===== config.mk =====
export PLATFORM = sky130hd
export DESIGN_NAME = dram_strobe_ctl
export DESIGN_NICKNAME = d
export VERILOG_FILES = /design/src/rtl/dram_ctl_pkg.sv /design/src/rtl/bank_select.sv /design/src/rtl/strobe_fsm.sv /design/src/rtl/refresh_monitor.sv /design/src/rtl/dram_strobe_ctl.sv
export SDC_FILE = /design/constraint.sdc
export NUM_CORES = 1
export LEC_CHECK = 0
export BUFFER_PORTS_ARGS = -buffer_cell sky130_fd_sc_hd__buf_2
export CAP_MARGIN = 10
export CORE_MARGIN = 1
export CORE_UTILIZATION = 60
export CTS_BUF_LIST = sky130_fd_sc_hd__clkbuf_4
export CTS_CLUSTER_SIZE = 10
export DETAILED_ROUTE_END_ITERATION = 12
export GPL_TIMING_DRIVEN = 0
export PLACE_DENSITY = 0.77
export SKIP_LAST_GASP = 1
export SLEW_MARGIN = 20
export SYNTH_ARGS = -nofsm -noshare
export SYNTH_HDL_FRONTEND = slang
export SYNTH_SLANG_ARGS = --single-unit

===== constraint.sdc =====
create_clock -name clk -period 6.7 [get_ports clk]
set_input_delay 2.01 -clock clk [delete_from_list [all_inputs] [get_ports clk]]
set_output_delay 2.01 -clock clk [all_outputs]
set_load 0.05 [all_outputs]

===== src/rtl/dram_ctl_pkg.sv =====
package dram_ctl_pkg;
    typedef enum logic [2:0] {
        ST_IDLE,
        ST_ROW_HOLD,
        ST_COL_SETUP,
        ST_COL_ACT,
        ST_SKIP
    } ctl_state_t;
endpackage


===== src/rtl/bank_select.sv =====
module bank_select #(
    parameter int BANK_BITS = 3
) (
    input  logic [BANK_BITS-1:0] sel,
    input  logic [BANK_BITS-1:0] drv,
    output logic [BANK_BITS-1:0] eff
);
    // an undriven line falls back to logic 1
    for (genvar g = 0; g < BANK_BITS; g++) begin : g_line
        assign eff[g] = drv[g] ? sel[g] : 1'b1;
    end
endmodule


===== src/rtl/strobe_fsm.sv =====
module strobe_fsm
    import dram_ctl_pkg::*;
#(
    parameter int ROW_BITS = 9,
    parameter int COL_BITS = 9,
    parameter int CNT_BITS = 8,
    parameter int NSTROBE  = 16,
    parameter int MUX_W    = 9
) (
    input  logic                clk,
    input  logic                rst_n,
    input  logic                phase_clk,
    input  logic                ras_n,
    input  logic                video_sel,
    input  logic [ROW_BITS-1:0] row_in,
    input  logic [COL_BITS-1:0] col_in,
    input  logic [NSTROBE-1:0]  mask_in,
    output logic [CNT_BITS-1:0] vcount,
    output logic [NSTROBE-1:0]  cas_n,
    output logic [MUX_W-1:0]    dram_addr,
    output logic                row_event,
    output logic [ROW_BITS-1:0] row_val,
    output logic                col_sel,
    output logic                cyc_video
);
    ctl_state_t state, state_nx;
    logic ras_q;
    logic [COL_BITS-1:0] col_lat;
    logic [NSTROBE-1:0]  mask_lat;
    logic fall, take;

    assign fall = ras_q & ~ras_n;
    assign take = (state == ST_IDLE) && fall && phase_clk;

    always_comb begin
        state_nx = state;
        unique case (state)
            ST_IDLE: begin
                if (fall && phase_clk)  state_nx = ST_ROW_HOLD;
                else if (fall)          state_nx = ST_SKIP;
            end
            ST_ROW_HOLD:  state_nx = ras_n ? ST_IDLE : ST_COL_SETUP;
            ST_COL_SETUP: state_nx = ras_n ? ST_IDLE : ST_COL_ACT;
            ST_COL_ACT:   state_nx = ras_n ? ST_IDLE : ST_COL_ACT;
            ST_SKIP:      state_nx = ras_n ? ST_IDLE : ST_SKIP;
            default:      state_nx = ST_IDLE;
        endcase
    end

    always_ff @(posedge clk) begin
        if (!rst_n) begin
            state     <= ST_IDLE;
            ras_q     <= 1'b1;
            row_val   <= '0;
            col_lat   <= '0;
            mask_lat  <= '0;
            cyc_video <= 1'b0;
            vcount    <= '0;
            row_event <= 1'b0;
        end else begin
            state     <= state_nx;
            ras_q     <= ras_n;
            row_event <= take;
            if (take) begin
                row_val   <= row_in;
                col_lat   <= col_in;
                mask_lat  <= mask_in;
                cyc_video <= video_sel;
                if (video_sel) vcount <= vcount + CNT_BITS'(1);
            end
        end
    end

    always_comb begin
        dram_addr = MUX_W'(row_in);
        cas_n     = '1;
        col_sel   = 1'b0;
        unique case (state)
            ST_IDLE, ST_SKIP: dram_addr = MUX_W'(row_in);
            ST_ROW_HOLD:      dram_addr = MUX_W'(row_val);
            ST_COL_SETUP: begin
                dram_addr = MUX_W'(col_lat);
                col_sel   = 1'b1;
            end
            ST_COL_ACT: begin
                dram_addr = MUX_W'(col_lat);
                col_sel   = 1'b1;
                cas_n     = ~mask_lat;
            end
            default: dram_addr = MUX_W'(row_in);
        endcase
    end
endmodule


===== src/rtl/refresh_monitor.sv =====
module refresh_monitor #(
    parameter int ROW_BITS = 9,
    parameter int WIN_CYC  = 4000
) (
    input  logic                clk,
    input  logic                rst_n,
    input  logic                row_event,
    input  logic [ROW_BITS-1:0] row_val,
    output logic                miss,
    output logic                win_end
);
    localparam int NROWS = 1 << ROW_BITS;
    localparam int WCW   = $clog2(WIN_CYC);

    logic [NROWS-1:0] seen, seen_nx;
    logic [WCW-1:0]   win_cnt;

    always_comb begin
        seen_nx = seen;
        if (row_event) seen_nx[row_val] = 1'b1;
    end

    always_ff @(posedge clk) begin
        if (!rst_n) begin
            seen    <= '0;
            win_cnt <= '0;
            miss    <= 1'b0;
            win_end <= 1'b0;
        end else if (win_cnt == WCW'(WIN_CYC - 1)) begin
            win_cnt <= '0;
            miss    <= ~&seen_nx;
            seen    <= '0;
            win_end <= 1'b1;
        end else begin
            win_cnt <= win_cnt + WCW'(1);
            seen    <= seen_nx;
            win_end <= 1'b0;
        end
    end
endmodule


===== src/rtl/dram_strobe_ctl.sv =====
module dram_strobe_ctl #(
    parameter int ROW_BITS  = 9,
    parameter int BANK_BITS = 3,
    parameter int VID_BANK  = 0,
    parameter int WIN_CYC   = 4000
) (
    input  logic                          clk,
    input  logic                          rst_n,
    input  logic                          phase_clk,
    input  logic                          ras_n,
    input  logic                          video_sel,
    input  logic [18:1]                   cpu_addr,
    input  logic [BANK_BITS-1:0]          bank_sel,
    input  logic [BANK_BITS-1:0]          bank_drv,
    input  logic [8:0]                    video_col,
    output logic [((ROW_BITS > 9) ? ROW_BITS : 9)-1:0] dram_addr,
    output logic [(2 << BANK_BITS)-1:0]   cas_n,
    output logic                          refresh_miss,
    output logic                          refresh_window_end
);
    localparam int CNT_BITS = 8;
    localparam int COL_BITS = 9;
    localparam int NSTROBE  = 2 << BANK_BITS;
    localparam int MUX_W    = (ROW_BITS > COL_BITS) ? ROW_BITS : COL_BITS;
    localparam int HI_BITS  = ROW_BITS - CNT_BITS;

    logic [BANK_BITS-1:0] bank_eff;
    logic [ROW_BITS-1:0]  row_cpu, row_vid, row_in;
    logic [COL_BITS-1:0]  col_in;
    logic [NSTROBE-1:0]   cpu_mask, vid_mask, mask_in;
    logic [CNT_BITS-1:0]  vcount;
    logic                 row_event, col_sel, cyc_video;
    logic [ROW_BITS-1:0]  row_val;

    bank_select #(.BANK_BITS(BANK_BITS)) u_bank (
        .sel(bank_sel), .drv(bank_drv), .eff(bank_eff)
    );

    assign row_cpu[CNT_BITS-1:0] = cpu_addr[CNT_BITS:1];
    assign row_vid[CNT_BITS-1:0] = vcount;

    // row bits above the counter come from CPU address lines
    for (genvar k = 0; k < HI_BITS; k++) begin : g_rowhi
        if (k == 0) begin : g_a18
            assign row_cpu[CNT_BITS] = cpu_addr[18];
            assign row_vid[CNT_BITS] = cpu_addr[18];
        end else begin : g_bank
            assign row_cpu[CNT_BITS+k] = bank_eff[k-1];
            assign row_vid[CNT_BITS+k] = bank_eff[k-1];
        end
    end

    assign cpu_mask = NSTROBE'(1) << {bank_eff, cpu_addr[18]};
    assign vid_mask = NSTROBE'(3) << (2 * VID_BANK);

    assign row_in  = video_sel ? row_vid   : row_cpu;
    assign col_in  = video_sel ? video_col : cpu_addr[17:9];
    assign mask_in = video_sel ? vid_mask  : cpu_mask;

    strobe_fsm #(
        .ROW_BITS(ROW_BITS), .COL_BITS(COL_BITS), .CNT_BITS(CNT_BITS),
        .NSTROBE(NSTROBE), .MUX_W(MUX_W)
    ) u_fsm (
        .clk(clk), .rst_n(rst_n), .phase_clk(phase_clk), .ras_n(ras_n),
        .video_sel(video_sel), .row_in(row_in), .col_in(col_in),
        .mask_in(mask_in), .vcount(vcount), .cas_n(cas_n),
        .dram_addr(dram_addr), .row_event(row_event), .row_val(row_val),
        .col_sel(col_sel), .cyc_video(cyc_video)
    );

    refresh_monitor #(.ROW_BITS(ROW_BITS), .WIN_CYC(WIN_CYC)) u_mon (
        .clk(clk), .rst_n(rst_n), .row_event(row_event), .row_val(row_val),
        .miss(refresh_miss), .win_end(refresh_window_end)
    );
endmodule


== After elaboration in Yosys (flattened, before gate mapping) ==
Cells that the tools add are included.

* Add/subtract/negate cells: 2
* Magnitude comparators: 2
* Equality and inequality tests: 6
* Shift operators: 1
* Mux-type cells: 18
* Bitwise logic cells: 5
* Reduce and logical (&&, ||, !) cells: 10

{| class="wikitable"
|+ Operator list
! kind !! number
|-
| $mux 512 || 1
|-
| $or 512x512->512 || 1
|-
| $reduce_and 512->1 || 1
|-
| $mux 16 || 2
|-
| $pmux 9 s2 || 1
|-
| $not 16->16 || 1
|-
| $shl 1x4->16 const A || 1
|-
| $add 12x1->12 const B || 1
|-
| $eq 12x12->1 const B || 1
|-
| $pmux 3 s4 || 1
|-
| $lt 9x10->1 const B || 1
|-
| $demux 1 s9 || 1
|-
| $ge 9x1->1 const B || 1
|-
| $mux 3 || 3
|-
| $mux 9 || 1
|-
| $add 8x1->8 const B || 1
|-
| $mux 8 || 1
|-
| $eq 3x2->1 const B || 2
|-
| $mux 1 || 5
|-
| $logic_and 1x1->1 || 4
|-
| $mux 2 || 2
|-
| $reduce_or 2->1 || 2
|-
| $eq 3x1->1 const B || 1
|-
| $eq 3x3->1 const B || 1
|-
| other kinds (6) || 7
|}

* Bits in registers: 573
* Bits of input ports: 38
* Output and inout port bits: 27
* Word-level logic and storage cells: 55

== Longest topological paths before layout ==
Gate-level depths: netlist of the first run.

* Depth after elaboration: 8
* Gate-level depth with buffers: 13
* Gate-level depth less buffers: 8

== By module ==
Synthesis of the first run repeated with hierarchy kept, for this count alone.

* Cells, all modules: 2400
* Area, all modules: 22405.2 µm²

{| class="wikitable"
|+ Modules (own cells, without submodules)
! module !! instances !! cells an instance !! area each (µm²) !! sequential area each (µm²)
|-
| refresh_monitor || 1 || 2073 || 19706.4 || 10530.1
|-
| strobe_fsm || 1 || 282 || 2341.0 || 960.9
|-
| dram_strobe_ctl || 1 || 42 || 339.1 || 0.0
|-
| bank_select || 1 || 3 || 18.8 || 0.0
|}

== Least setup slack after synthesis of the first run ==
Ideal clock, no wire load.

* Path kind: input port to output port
* Start: input video_sel
* End: output dram_addr[1] in the netlist's numbering
* Arrival time: 3.688 ns
* Data required time: 4.690 ns
* Slack: 1.002 ns
* Stages: 4
* Path buffers: 2
* Path through: clkbuf_1 > clkbuf_1 > mux2i_1 > a21oi_1

* Longest elaborated chain between the ends: 2

{| class="wikitable"
|+ RTL lines
! what !! line !! text
|-
| start, declared || dram_strobe_ctl.sv:11 || <nowiki>input logic video_sel,</nowiki>
|-
| $mux 8 || dram_strobe_ctl.sv:56 || <nowiki>assign row_in = video_sel ? row_vid : row_cpu;</nowiki>
|-
| $pmux 9 s2 || strobe_fsm.sv:78 || <nowiki>unique case (state)</nowiki>
|-
| end, declared || dram_strobe_ctl.sv:16 || <nowiki>output logic [((ROW_BITS > 9) ? ROW_BITS : 9)-1:0] dram_addr,</nowiki>
|}

No other way between the ends.

== Worst setup path in the final report of the first run ==
* Start: input video_sel
* End: output dram_addr[7] in the netlist's numbering

Same word-level chain as after synthesis.

==> results of run 1 <==
-- layout make-up --
class | instances | area [um^2] | area share
clock inverters | 30 | 253 | 0.0105
well taps | 455 | 569 | 0.0237
inverters | 14 | 52.6 | 0.00219
multi-input cells | 1484 | 8800 | 0.366
plain buffers | 281 | 1110 | 0.0461
clock buffers | 193 | 1450 | 0.0603
diodes | 2 | 5.00 | 0.000208
repair buffers | 63 | 315 | 0.0131
flip-flops and latches | 573 | 11500 | 0.478
-- worst paths after layout --
kind         cells past startpoint                          to                           from
max                              5                dram_addr[7]                      video_sel
min                              2  u_mon.seen[391]$_SDFF_PP0_     u_mon.seen[391]$_SDFF_PP0_
max reg2reg                     11     u_mon.miss$_SDFFE_PN0P_  u_fsm.row_val[2]$_SDFFE_PN0P_
min reg2reg                      2  u_mon.seen[391]$_SDFF_PP0_     u_mon.seen[391]$_SDFF_PP0_
-- layer usage --
layer	wire (um)	GRT usage	share of wire
met1	28900	0.554	0.36
met2	32600	0.623	0.41
met3	12200	0.142	0.15
met4	5720	0.282	0.072
met5	0	0	0
-- cell families (layout without fill, tap and decap cells) --
logic type	Yosys count	count (layout)	synth area share
XOR/XNOR	17	17	0.00695
adder cells (fa/ha/maj)	2	2	0.00117
other	0	2	0
AO/OA/AOI/OAI	570	570	0.207
flip-flops	573	573	0.535
buffers and inverters	295	581	0.0541
multiplexers	17	17	0.00794
AND/OR/NAND/NOR	878	878	0.188
-- tightest hold or removal path, stage by stage, from the launching register on --
cell,delay [ns]
dfxtp_1,0.31
a41oi_1,0.04
nor2_1,0.07
-- flip-flops by register name, summed over array words and instances, names as in the netlist --
name             count
u_fsm.col_lat        9
u_fsm.mask_lat      16
u_fsm.ras_q          1
u_fsm.row_event      1
u_fsm.row_val        9
u_fsm.state          3
u_fsm.vcount         8
u_mon.miss           1
u_mon.seen         512
u_mon.win_cnt       12
u_mon.win_end        1
-- power by group --
group          switching (W)  internal [W]  leakage (nW)  total (W)
Sequential         0.0000106       0.00342          4.62    0.00343
Combinational       0.000387     0.0000746          2.89   0.000462
Clock                0.00138       0.00151          1.02    0.00289
-- Yosys cell counts, drive strengths merged, types with 17 or more instances --
cell type and number:
nand2 51, dfxtp 573, a21oi 29, nand4 28, clkbuf 181, nor2 568
a31oi 177, o211a 17, nor4 118, and2 26, mux2i 17, buf 100
nor2b 22, a41oi 321
-- metrics by stage --
step | setup WS [ns] | total power [W] | cells
after CTS | 1.06 | 0.00673 | 3093
final | 1.06 | 0.00678 | 3095
after global routing | 0.962 | 0.00695 | 3094
after floorplan | 1.00 | 0.00374 | 2352
after global placement | 1.10 | 0.00393 | 2870
after detailed placement | 1.07 | 0.00393 | 2870
==> impl_metrics.env, run 1 <==
export IMPL_drc=0
export IMPL_crit_family="buffers and inverters"
export IMPL_hold_viol_final=0
export IMPL_fin_worst_skew_ns=0.0420
export IMPL_async_flop_share=0
export IMPL_crit_path_max_incr_delay_ns=0.53
export IMPL_clk_pin_slew_ns=0.06
export IMPL_antenna_found_initial=2
export IMPL_synth_area_per_cell_um2=9.11
export IMPL_min_period_ns=5.64
export IMPL_cts_tree="yes"
export IMPL_yosysSeqAreaShare=0.535
export IMPL_clk_latency_ns=0.85
export IMPL_ys_flop_type="dfxtp_1"
export IMPL_fin_hold_ws_ns=0.451
export IMPL_port_buffers=63
export IMPL_layout_commonest_cell="dfxtp_1"
export IMPL_synth_cells=2352
export IMPL_post_cts_buffers=0
export IMPL_yosysTopAreaCell="dfxtp_1"
export IMPL_syn_nets=2392
export IMPL_design_area_um2=24000
export IMPL_num_io_pins=65
export IMPL_gp_congestion=0.993
export IMPL_drive_above_1_share=0.117
export IMPL_fillCellCount=2848
export IMPL_ctsHtreeMaxLevel=4
export IMPL_core_um2=34800
export IMPL_root_buffer="clkbuf_4"
export IMPL_core_rowCount=68
export IMPL_synth_edf_count=0
export IMPL_wirelength_um=79400
export IMPL_synth_distinct_cells=45
export IMPL_p_per_area_nw_per_um2=282
export IMPL_grt_total_usage=0.433
export IMPL_crit_chain="clkbuf_1 > clkbuf_1 > mux2i_1 > a21oi_1 > buf_2"
export IMPL_first_pass_iters=7
export IMPL_num_vias=22000
export IMPL_area_delta_synth_final_pct=12.1
export IMPL_max_slew_margin=0.239
export IMPL_grt_first_pass_wirelength_um=119000
export IMPL_die_w_um=191
export IMPL_ant_nets=0
export IMPL_grt_ovfl_total=0
export IMPL_yosysWarningCount=0
export IMPL_setup_viol=0
export IMPL_worstSetupPathType="in -> out"
export IMPL_reg2reg_slack_ns=1.24
export IMPL_critPathRequiredTime_ns=4.69
export IMPL_drv_cap=0
export IMPL_cts_path_max_buffers=3
export IMPL_syn_cell_area_um2=21400
export IMPL_fin_crit_sh=0.841
export IMPL_critPathMostFrequentCell="clkbuf_1"
export IMPL_worstHoldPathType="reg -> reg"
export IMPL_holdBufCountCts=0
export IMPL_placed_cell_area_um2=22300
export IMPL_crit_fanout=10
export IMPL_p_leak_nw=8.53
export IMPL_start_util=0.616
export IMPL_finish_utilization=0.690
export IMPL_ir_drop_mv=0.169
export IMPL_finalMaxSlewViolations=0
export IMPL_die_h_um=191
export IMPL_worstPathArrival_ns=3.63
export IMPL_cts_sinks=573
export IMPL_viasPerCell=7.11
export IMPL_crit_buf_inv=3
export IMPL_tns_ns=0
export IMPL_post_cts_resized=0
export IMPL_grt_pass1_vias=20400
export IMPL_synth_top_area_frac=0.535
export IMPL_yosys_top_cells_area="dfxtp_1 54%, a41oi_1 13%, nor2_1 10%, a31oi_1 5.2%, nor4_1 3.4%"
export IMPL_post_drt_wl_per_cell_um=25.7
export IMPL_ys_ff_latch=573
export IMPL_fmax_mhz=177
export IMPL_slowest_stage="clkbuf_1"
export IMPL_final_cell_mix="573 x dfxtp_1, 568 x nor2_1, 321 x a41oi_1, 193 x clkbuf_4, 181 x clkbuf_1"
export IMPL_die_area_um2=36500
export IMPL_grt_max_degree=17
export IMPL_rsz0062_at_grt="no"
export IMPL_status="completed"
export IMPL_hpwl_um=52400
export IMPL_cts_buffers=145
export IMPL_tightestPinTransition_ns=1.14
export IMPL_drt_iter0_drc=3592
export IMPL_cp_start_kind="input pin"
export IMPL_fin_nets=2602
export IMPL_cp_end_kind="output port"
No activity file was read; power rests on OpenSTA's default activity.
==> inputs of run 2 (changes only) <==
--- a/config.mk
+++ b/config.mk
@@ -5,6 +5,7 @@
 export SDC_FILE = /design/constraint.sdc
 export NUM_CORES = 1
 export LEC_CHECK = 0
+export ABC_AREA = 1
 export BUFFER_PORTS_ARGS = -buffer_cell sky130_fd_sc_hd__buf_2
 export CAP_MARGIN = 10
 export CORE_MARGIN = 1
==> constraint.sdc (replaced) <==
create_clock -name clk -period 5.3 [get_ports clk]
set_input_delay 1.59 -clock clk [delete_from_list [all_inputs] [get_ports clk]]
set_output_delay 1.59 -clock clk [all_outputs]
set_load 0.05 [all_outputs]
==> run 2 against run 1 <==
Wire length decreased by 18%. Non-clock buffer count is 137 lower. Cell count is 45% higher. Design area up 13%. Register-to-register slack better by 0.04 ns. Total power up 25%. Setup slack lost 0.41 ns. Area after synthesis rose by 13%. Combinational power fell by 38%. Critical endpoint is now dram_addr[6]. Largest power group unchanged.
==> impl_metrics.env, run 2 <==
export IMPL_hpwl_um=42600
export IMPL_cts_buffers=150
export IMPL_syn_cell_area_um2=24200
export IMPL_fin_hold_ws_ns=0.449
export IMPL_synth_top_area_frac=0.474
export IMPL_p_int_w=0.00645
export IMPL_synth_area_per_cell_um2=6.65
export IMPL_synth_xor_area_frac=0.00109
export IMPL_hold_viol_final=0
export IMPL_async_flop_share=0
export IMPL_yosys_area_share_adder=0.00103
export IMPL_fin_cells=4476
export IMPL_synth_most_common_cell="nand2_1"
export IMPL_largest_reg_flops=512
export IMPL_ctsHtreeMaxLevel=4
export IMPL_worstSetupPathType="reg -> out"
export IMPL_power_frac_clock=0.455
export IMPL_gp_congestion=0.884
export IMPL_grt_ovfl_total=0
export IMPL_ys_ff_latch=573
export IMPL_fin_crit_sh=0.877
export IMPL_synth_top_family_by_area="simple AND/OR/NAND/NOR gates"
export IMPL_setup_viol=0
export IMPL_crit_chain="inv_1 > nor3_1 > or2_2 > clkbuf_1 > nand2_1 > nand3_1 > buf_2"
export IMPL_clk_pin_slew_ns=0.07
export IMPL_num_vias=22600
export IMPL_drc=0
export IMPL_yosysTopAreaCell="dfxtp_1"
export IMPL_root_buffer="clkbuf_4"
export IMPL_rsz0062_at_grt="no"
export IMPL_p_leak_nw=11.8
export IMPL_die_h_um=203
export IMPL_antenna_found_initial=1
export IMPL_yosysWarningCount=0
export IMPL_synth_top_cells_by_count="1396 x nand2_1, 573 x dfxtp_1, 550 x inv_1"
export IMPL_ys_flop_type="dfxtp_1"
export IMPL_crit_family="simple AND/OR/NAND/NOR gates"
export IMPL_comb_power_share=0.034
export IMPL_placedCellCount=4225
export IMPL_fin_worst_skew_ns=0.0444
export IMPL_cp_end_kind="output port"
export IMPL_viasPerCell=5.06
export IMPL_cts_path_max_buffers=3
export IMPL_wirelength_um=64800
export IMPL_critPathRequiredTime_ns=3.71
export IMPL_grt_pass1_vias=20200
export IMPL_finalMaxSlewViolations=0
export IMPL_first_pass_iters=8
export IMPL_reg_largest_list="u_mon.seen x512, u_fsm.mask_lat x16, u_mon.win_cnt x12"
export IMPL_fin_nets=3892
export IMPL_drive_above_1_share=0.105
export IMPL_pwr_share_seq=0.511
export IMPL_max_slew_margin=0.323
export IMPL_ir_drop_mv=0.294
export IMPL_p_per_area_nw_per_um2=313
export IMPL_area_delta_synth_final_pct=11.8
export IMPL_post_drt_wl_per_cell_um=14.5
export IMPL_grt_max_degree=17
export IMPL_holdBufCountCts=0
export IMPL_post_place_ws_ns=0.885
export IMPL_status="completed"
export IMPL_post_cts_resized=0
export IMPL_drv_cap=0
export IMPL_yosysSeqAreaShare=0.474
export IMPL_core_um2=39700
export IMPL_top_register="u_mon.seen"
export IMPL_syn_nets=3677
export IMPL_start_util=0.609
export IMPL_worstPathArrival_ns=3.06
export IMPL_grt_total_usage=0.318
export IMPL_switching_power_w=0.00202
export IMPL_crit_buf_inv=3
export IMPL_fmax_mhz=215
export IMPL_die_area_um2=41100
export IMPL_core_rowCount=73
export IMPL_synthMuxAreaShare=0
export IMPL_p_sw_frac=0.238
export IMPL_clk_latency_ns=0.89
export IMPL_yosys_top_cells_area="dfxtp_1 47%, nand2_1 22%, a21oi_1 10%, inv_1 8.5%, nor2_1 4.3%"
export IMPL_num_io_pins=65
export IMPL_worstHoldPathType="reg -> reg"
export IMPL_drt_iter0_drc=1863
export IMPL_synth_compound_area_frac=0.128
export IMPL_post_cts_buffers=0
export IMPL_fin_ws_ns=0.652
export IMPL_crit_fanout=10
export IMPL_cp_start_kind="flop"
export IMPL_layout_commonest_cell="nand2_1"
export IMPL_port_buffers=63
export IMPL_synth_edf_count=0
export IMPL_crit_path_max_incr_delay_ns=0.67
export IMPL_synthSimpleGateAreaFrac=0.283
export IMPL_tightestPinTransition_ns=1.02
export IMPL_grt_first_pass_wirelength_um=102000
export IMPL_slowest_stage="nor3_1"
export IMPL_synth_cells=3637
export IMPL_ant_nets=0
export IMPL_power_total_w=0.00847
export IMPL_fillCellCount=3626
export IMPL_final_cell_mix="1396 x nand2_1, 573 x dfxtp_1, 550 x inv_1, 493 x a21oi_1, 276 x nor2_1"
export IMPL_synth_distinct_cells=30
export IMPL_die_w_um=203
export IMPL_cts_tree="yes"
export IMPL_tns_ns=0
export IMPL_min_period_ns=4.65
export IMPL_cts_sinks=573
==> run 2: cell count changes in the layout (fill, tap and decap cells not counted), moves of 40 or more <==
cell,before,now
nand2_1,51,1396
inv_1,14,550
a21oi_1,29,493
a41oi_1,321,0
nor2_1,568,276
a31oi_1,177,10
nor4_1,118,2
clkbuf_1,181,71
buf_1,68,0
o21bai_1,0,53
buf_2,92,132
==> run 2: final timing paths <==
path / end / start / cells past startpoint / slack, ns
max: dram_addr[6] / u_fsm.state[0]$_SDFFE_PN0P_ / 7 / 0.65
min reg2reg: u_mon.seen[347]$_SDFF_PP0_ / u_mon.seen[347]$_SDFF_PP0_ / 2 / 0.45
min: u_mon.seen[347]$_SDFF_PP0_ / u_mon.seen[347]$_SDFF_PP0_ / 2 / 0.45
max reg2reg: u_mon.miss$_SDFFE_PN0P_ / u_fsm.row_event$_SDFF_PN0_ / 17 / 1.28
==> run 2: cell families (layout without fill, tap and decap cells) <==
family	count (synthesis)	in the layout
other	0	1
buffers and inverters	703	1016
and+or+nand+nor	1770	1770
adders and majority gates	2	2
AOI/OAI and AO/OA	586	586
DFF	573	573
xor gates and xnor gates	3	3
==> run 2: routing by layer <==
layer,global-route usage,share of wire
met1,0.416,0.44
met2,0.501,0.44
met3,0.0621,0.081
met4,0.157,0.039
met5,0,0
==> run 2: per-stage QoR <==
stage | area [um^2] | utilization
detailed placement | 25200 | 0.633
global placement | 25200 | 0.633
floorplan | 24200 | -
CTS | 27000 | 0.680
finish | 27000 | 0.680
global route | 27000 | 0.680
==> run 2: power groups by stage <==
stage | Combinational (W) | Sequential, W | Clock, W
3_3_place_gp | 0.000281 | 0.00443 | 0
2_1_floorplan | 0.000180 | 0.00442 | 0
3_5_place_dp | 0.000281 | 0.00443 | 0
5_1_grt | 0.000309 | 0.00433 | 0.00414
6_report | 0.000287 | 0.00433 | 0.00386
4_1_cts | 0.000282 | 0.00433 | 0.00390
==> run 2: area by class of cell <==
| cell class | count | area [um^2] | share of cell area |
|---|---|---|---|
| clock inverters | 30 | 219 | 0.00810 |
| inverters | 559 | 2100 | 0.0776 |
| multi-input cells | 2361 | 9980 | 0.369 |
| repair buffers | 63 | 315 | 0.0117 |
| plain buffers | 144 | 642 | 0.0237 |
| well taps | 525 | 657 | 0.0243 |
| flip-flops and latches | 573 | 11500 | 0.424 |
| clock buffers | 220 | 1650 | 0.0611 |
| diodes | 1 | 2.50 | 0.0000926 |
==> run 2: worst register-to-register path, delay by kind of cell (launching register included) <==
family	cells	cell delay, ns
buf+inv	2	1.03
flops	1	0.33
simple gates	15	2.55
